===== src/rtl/bsd_pkg.sv =====
package bsd_pkg;

  // Offset reached by one applied slip.
  function automatic int slip_target(int off, bit minus_step, int width, bit alt_mode);
    if (alt_mode && minus_step) return (off + width - 3) % width;
    return (off + 1) % width;
  endfunction

  // Widths above four use the alternating -3/+1 walk.
  function automatic bit uses_alt(int width);
    return width > 4;
  endfunction

endpackage


===== src/rtl/bsd_slip_sync.sv =====
module bsd_slip_sync (
  input  logic clk,
  input  logic rst_n,
  input  logic req_i,
  output logic pulse_o
);
  logic meta_q, sync_q, prev_q;
  logic rise;

  assign rise = sync_q & ~prev_q;

  always_ff @(posedge clk or negedge rst_n) begin
    if (!rst_n) begin
      meta_q  <= 1'b0;
      sync_q  <= 1'b0;
      prev_q  <= 1'b0;
      pulse_o <= 1'b0;
    end else begin
      meta_q  <= req_i;
      sync_q  <= meta_q;
      prev_q  <= sync_q;
      pulse_o <= rise;
    end
  end

  assert_single_pulse_R3: assert property (@(posedge clk) disable iff (!rst_n)
    pulse_o |=> !pulse_o);

endmodule


===== src/rtl/bsd_frame_shift.sv =====
module bsd_frame_shift #(
  parameter int W     = 8,
  parameter int OFF_W = $clog2(W)
) (
  input  logic             clk,
  input  logic             rst_n,
  input  logic             sdata_i,
  input  logic [OFF_W-1:0] off_i,
  output logic             frame_end_o,
  output logic [W-1:0]     word_o,
  output logic             valid_o
);
  localparam int SR_W  = 2 * W;
  localparam int CNT_W = $clog2(W);

  logic [SR_W-1:0]  sr_q, sr_next;
  logic [CNT_W-1:0] cnt_q;

  assign sr_next     = {sdata_i, sr_q[SR_W-1:1]};
  assign frame_end_o = (cnt_q == CNT_W'(W - 1));

  always_ff @(posedge clk or negedge rst_n) begin
    if (!rst_n) begin
      sr_q    <= '0;
      cnt_q   <= '0;
      word_o  <= '0;
      valid_o <= 1'b0;
    end else begin
      sr_q    <= sr_next;
      cnt_q   <= frame_end_o ? '0 : cnt_q + 1'b1;
      valid_o <= frame_end_o;
      if (frame_end_o) word_o <= sr_next[off_i +: W];
    end
  end

  assert_strobe_gap_R2: assert property (@(posedge clk) disable iff (!rst_n)
    valid_o |=> !valid_o);

  assert_count_range_R2: assert property (@(posedge clk) disable iff (!rst_n)
    cnt_q <= CNT_W'(W - 1));

endmodule


===== src/rtl/bsd_slip_ctrl.sv =====
module bsd_slip_ctrl #(
  parameter int W     = 8,
  parameter int OFF_W = $clog2(W)
) (
  input  logic             clk,
  input  logic             rst_n,
  input  logic             pulse_i,
  input  logic             frame_end_i,
  output logic [OFF_W-1:0] off_o
);
  localparam bit ALT = bsd_pkg::uses_alt(W);

  logic pend_q;
  logic apply;
  logic minus_step;

  assign apply = pend_q & frame_end_i;

  always_ff @(posedge clk or negedge rst_n) begin
    if (!rst_n) pend_q <= 1'b0;
    else if (pend_q) pend_q <= ~frame_end_i;
    else pend_q <= pulse_i;
  end

  generate
    if (ALT) begin : g_alt
      logic minus_q;
      always_ff @(posedge clk or negedge rst_n) begin
        if (!rst_n) minus_q <= 1'b1;
        else if (apply) minus_q <= ~minus_q;
      end
      assign minus_step = minus_q;

      assert_alternate_R9: assert property (@(posedge clk) disable iff (!rst_n)
        apply |=> (minus_step != $past(minus_step)));
      assert_keep_dir_R9: assert property (@(posedge clk) disable iff (!rst_n)
        !apply |=> $stable(minus_step));
    end else begin : g_inc
      assign minus_step = 1'b0;
    end
  endgenerate

  always_ff @(posedge clk or negedge rst_n) begin
    if (!rst_n) off_o <= '0;
    else if (apply)
      off_o <= OFF_W'(bsd_pkg::slip_target(int'(off_o), minus_step, W, ALT));
  end

  assert_offset_hold_R5: assert property (@(posedge clk) disable iff (!rst_n)
    !apply |=> $stable(off_o));

  assert_offset_moves_R6: assert property (@(posedge clk) disable iff (!rst_n)
    apply |=> !$stable(off_o));

  assert_offset_range_R7: assert property (@(posedge clk) disable iff (!rst_n)
    off_o <= OFF_W'(W - 1));

  assert_pending_drop_R4: assert property (@(posedge clk) disable iff (!rst_n)
    apply |=> !pend_q);

endmodule


===== src/rtl/bitslip_deser.sv =====
module bitslip_deser #(
  parameter int W = 8
) (
  input  logic         clk_bit,
  input  logic         rst_n,
  input  logic         sdata_i,
  input  logic         slip_req_i,
  output logic [W-1:0] word_o,
  output logic         word_valid_o
);
  localparam int OFF_W = $clog2(W);

  logic             slip_pulse;
  logic             frame_end;
  logic [OFF_W-1:0] offset;

  bsd_slip_sync u_sync (
    .clk     (clk_bit),
    .rst_n   (rst_n),
    .req_i   (slip_req_i),
    .pulse_o (slip_pulse)
  );

  bsd_slip_ctrl #(.W(W), .OFF_W(OFF_W)) u_ctrl (
    .clk         (clk_bit),
    .rst_n       (rst_n),
    .pulse_i     (slip_pulse),
    .frame_end_i (frame_end),
    .off_o       (offset)
  );

  bsd_frame_shift #(.W(W), .OFF_W(OFF_W)) u_shift (
    .clk         (clk_bit),
    .rst_n       (rst_n),
    .sdata_i     (sdata_i),
    .off_i       (offset),
    .frame_end_o (frame_end),
    .word_o      (word_o),
    .valid_o     (word_valid_o)
  );

  assert_reset_quiet_R1: assert property (@(posedge clk_bit)
    !rst_n |-> (!word_valid_o && word_o == '0));

endmodule


===== config.mk =====
export PLATFORM = sky130hd
export DESIGN_NAME = bitslip_deser
export DESIGN_NICKNAME = d
export VERILOG_FILES = /design/src/rtl/bsd_pkg.sv /design/src/rtl/bsd_slip_sync.sv /design/src/rtl/bsd_frame_shift.sv /design/src/rtl/bsd_slip_ctrl.sv /design/src/rtl/bitslip_deser.sv
export SDC_FILE = /design/constraint.sdc
export NUM_CORES = 1
export LEC_CHECK = 0
export ABC_AREA = 1
export CORE_ASPECT_RATIO = 0.75
export CORE_MARGIN = 3
export CORE_UTILIZATION = 35
export DETAILED_ROUTE_END_ITERATION = 6
export PLACE_DENSITY = 0.51
export SYNTH_ARGS = -nofsm -noshare
export SYNTH_HDL_FRONTEND = slang
export SYNTH_SLANG_ARGS = --single-unit
export TNS_END_PERCENT = 30

===== constraint.sdc =====
create_clock -name clk_bit -period 3.7 [get_ports clk_bit]
set_input_delay 0.74 -clock clk_bit [delete_from_list [all_inputs] [get_ports clk_bit]]
set_output_delay 0.74 -clock clk_bit [all_outputs]
set_load 0.05 [all_outputs]

==> metrics.log <==
[metrics] Avg WL per Cell: 11.9 um
[metrics] mean post-synth cell area: 9.56 um^2
[metrics] maximum fanout along the worst path: 2
[metrics] sequential fraction of the synthesis area: 0.582
[metrics] series of cell instances along the critical path: clkdlybuf4s50_1
[metrics] Finished Core Util: 0.438
[metrics] horizontal die dimension: 82.8 um
[metrics] number of antenna violations at the first check in global routing: 0
[metrics] total wire length after detailed routing: 2750 um
[metrics] category of the worst setup path capture point: output pin
[metrics] Mapped Area: 1550 um^2
[metrics] postcts setup bufs: 0
[metrics] clk slew on worst S/H paths: 0.07 ns
[metrics] Sw Share: 0.421
[metrics] Final Critical Period: 2.21 ns
[metrics] Final Instance Count excl. Fillers: 232
[metrics] Max Cap Violations: 0
[metrics] number of buffers added by the clock tree synthesis step: 5
[metrics] WS Path Type: reg2out
[metrics] CTS tree: yes
[metrics] largest stage delay on the critical path: 0.81 ns
[metrics] measured slew at the worst slew-check pin: 0.544 ns
[metrics] primary flip-flop cell chosen by synthesis mapping: sky130_fd_sc_hd__dfrtp_1
[metrics] Root Buffer: sky130_fd_sc_hd__clkbuf_8
[metrics] number of port buffers: 12
[metrics] master of the slowest instance on the critical path: sky130_fd_sc_hd__clkdlybuf4s50_1
[metrics] number of standard-cell rows in the floorplan: 20
[metrics] fraction of the cycle the final worst path needs: 0.596
[metrics] Max Clk Rate: 453 MHz
[metrics] Worst Clk Skew: 0.00385 ns
[metrics] startpoint type of the worst setup path: flip-flop
[metrics] routed vias/inst: 4.87
[metrics] Comb pwr share: 0.407
[metrics] total chip power: 1.53 mW
[metrics] ratio of cells with drive above 1 in the final layout: 0.124
[metrics] largest net degree at the start of global routing: 37
[metrics] number of buffers inserted by hold repair at cts: 0
[metrics] area growth from synthesis to layout: 17.4%
[metrics] worst hold margin: 0.358 ns
[metrics] library cell with the highest instance count after synthesis: sky130_fd_sc_hd__nand2_1
[metrics] deepest level of the CTS H-tree: 2
[metrics] weighted congestion at the end of routability-driven global placement: 0.831
[metrics] overall die area: 5270 um^2
[metrics] Power per Cell Area: 840 nW/um^2
[metrics] most frequent cells after synthesis: sky130_fd_sc_hd__nand2_1 (53), sky130_fd_sc_hd__nand3_1 (37), sky130_fd_sc_hd__dfrtp_1 (35), sky130_fd_sc_hd__nand2_2 (5)
[metrics] number of flops mapped to enable cells by yosys: 0
[metrics] leakage power summed over all cells: 0.877 nW
[metrics] wire length of the first global-routing pass: 4960 um
[metrics] cell type with the highest aggregate area in the netlist: sky130_fd_sc_hd__dfrtp_1
[metrics] overall die height: 63.6 um
[metrics] total DRC errors in the routed layout: 0
[metrics] critical path required time: 2.96 ns
[metrics] fraction of synthesized cell area taken by the top area cell type: 0.565
[metrics] Max-slew headroom: 0.637
[metrics] number of cells produced by synthesis: 162
[metrics] Async S/R FF share, synth: 1.00
[metrics] share of power burned in registers: 0.371
[metrics] Overall Global Routing Usage: 0.120
[metrics] max-slew violation count: 0
[metrics] number of endpoints failing setup at the final stage: 0
[metrics] hold violation total from the final report: 0
[metrics] number of cells after detailed placement: 224
[metrics] Inserted Diodes: 0
[metrics] total of flip-flops plus latches after synthesis: 36
[metrics] synth top area cells: sky130_fd_sc_hd__dfrtp_1 (57%), sky130_fd_sc_hd__nand2_1 (13%), sky130_fd_sc_hd__nand3_1 (12%)
[metrics] synth unique cells: 20
[metrics] # clock sinks: 36
[metrics] cell-internal power: 0.884 mW
[metrics] FILL cells: 425
[metrics] post-cts sizing count: 0
[metrics] Max Buffers Root-to-Sink: 2
[metrics] Remaining Overflow, GRT: 0
[metrics] Critical path buffers and inverters: 1
[metrics] VDD IR-drop max: 0.346 mV
[metrics] Synthesis Warnings: 0
[metrics] status: complete, no violations
[metrics] Nets: 184
[metrics] RSZ-0062 raised after global routing: false
[metrics] antenna-violating nets left: 0
[metrics] DRC violation total after the first TritonRoute iteration: 106
[metrics] first-pass iteration count of the detailed router: 4
[metrics] clock latency on the worst-skew pair: 0.29 ns
[metrics] detailed-placement wirelength estimate: 1970 um
[metrics] switching component of the power: 0.644 mW
[metrics] vias in the first global route: 1114
[metrics] worst min path class: reg2reg
[metrics] synthesized net count: 170
[metrics] arrival time at the worst endpoint: 1.47 ns
[metrics] CP top delay family: buffers and inverters
[metrics] accumulated negative setup slack: 0 ns
[metrics] Ports: 13
[metrics] area of the placeable core: 4150 um^2
[metrics] via count: 1130
[metrics] starting density of the core: 0.373
[metrics] relative contribution of the clock network to total power: 0.222
[layer usage]
layer  track usage  share of wire  up-vias
li1              -              -      556
met1         0.162           0.50      535
met2         0.175           0.42       32
met3        0.0392          0.066        7
met4        0.0571          0.019        0
met5             0              0        -
[cells by family (layout without fill, tap and decap cells)]
kind of cell	count (synthesis)	count (layout)	synth area share
adders and majority gates	4	4	0.0323
and+or+nand+nor	104	104	0.317
buffers and inverters	11	26	0.0372
xor gates and xnor gates	3	3	0.0170
AOI/OAI and AO/OA	4	4	0.0145
DFF	36	36	0.582
[power groups by stage]
stage | Sequential, mW | Combinational, mW | Clock (mW)
after floorplan | 0.682 | 0.353 | 0
after global placement | 0.566 | 0.621 | 0
after detailed placement | 0.572 | 0.623 | 0
after CTS | 0.566 | 0.625 | 0.348
after global routing | 0.582 | 0.691 | 0.366
final | 0.566 | 0.622 | 0.340
[flip-flops by register name (all words and copies together) (netlist names)]
signal,count
u_ctrl.off_o,3
u_ctrl.pend_q,1
u_ctrl.g_alt.minus_q,1
u_shift.cnt_q,3
u_sync.pulse_o,1
u_shift.word_o,8
u_shift.sr_q,15
u_sync.prev_q,1
u_sync.sync_q,1
u_shift.valid_o,1
u_sync.meta_q,1
[cell type report]
class	count	area [um^2]	share of cell area
repair buffers	13	128	0.0702
multi-input cells	115	589	0.324
clock buffers	5	68.8	0.0379
well taps	55	68.8	0.0379
clock inverters	3	42.5	0.0234
inverters	5	18.8	0.0103
flip-flops and latches	36	902	0.496
[final timing paths]
check	start	end	slack [ns]	cells past startpoint
setup / recovery	u_shift.word_o[3]	word_o[3]	1.49	1
hold / removal	u_sync.meta_q	u_sync.sync_q	0.36	0
setup reg to reg	u_shift.cnt_q[0]	u_ctrl.off_o[2]	1.97	6
hold reg to reg	u_sync.meta_q	u_sync.sync_q	0.36	0
max in group asynchronous	rst_n	u_ctrl.g_alt.minus_q	2.49	2
min in group asynchronous	rst_n	u_shift.word_o[3]	0.87	2
[stage by stage]
| step | cell area [um^2] | setup WS [ns] |
|---|---|---|
| 6_report | 1820 | 1.49 |
| 5_1_grt | 1820 | 1.44 |
| 4_1_cts | 1820 | 1.47 |
| 3_5_place_dp | 1710 | 1.81 |
| 3_3_place_gp | 1710 | 1.83 |
| 2_1_floorplan | 1550 | 2.36 |
[layout by cell type, fill, tap and decap left out, types with 2 or more instances in the layout]
cell type,n
sky130_fd_sc_hd__nand3_2,3
sky130_fd_sc_hd__nand2_4,3
sky130_fd_sc_hd__nor2_1,3
sky130_fd_sc_hd__xor2_1,2
sky130_fd_sc_hd__clkdlybuf4s50_1,12
sky130_fd_sc_hd__a21oi_1,2
sky130_fd_sc_hd__inv_1,3
sky130_fd_sc_hd__clkbuf_8,5
sky130_fd_sc_hd__dfrtp_1,35
sky130_fd_sc_hd__nand3_1,37
sky130_fd_sc_hd__ha_1,4
sky130_fd_sc_hd__nand2_2,5
sky130_fd_sc_hd__nand2_1,53
Power figures use the tool's default switching activity.
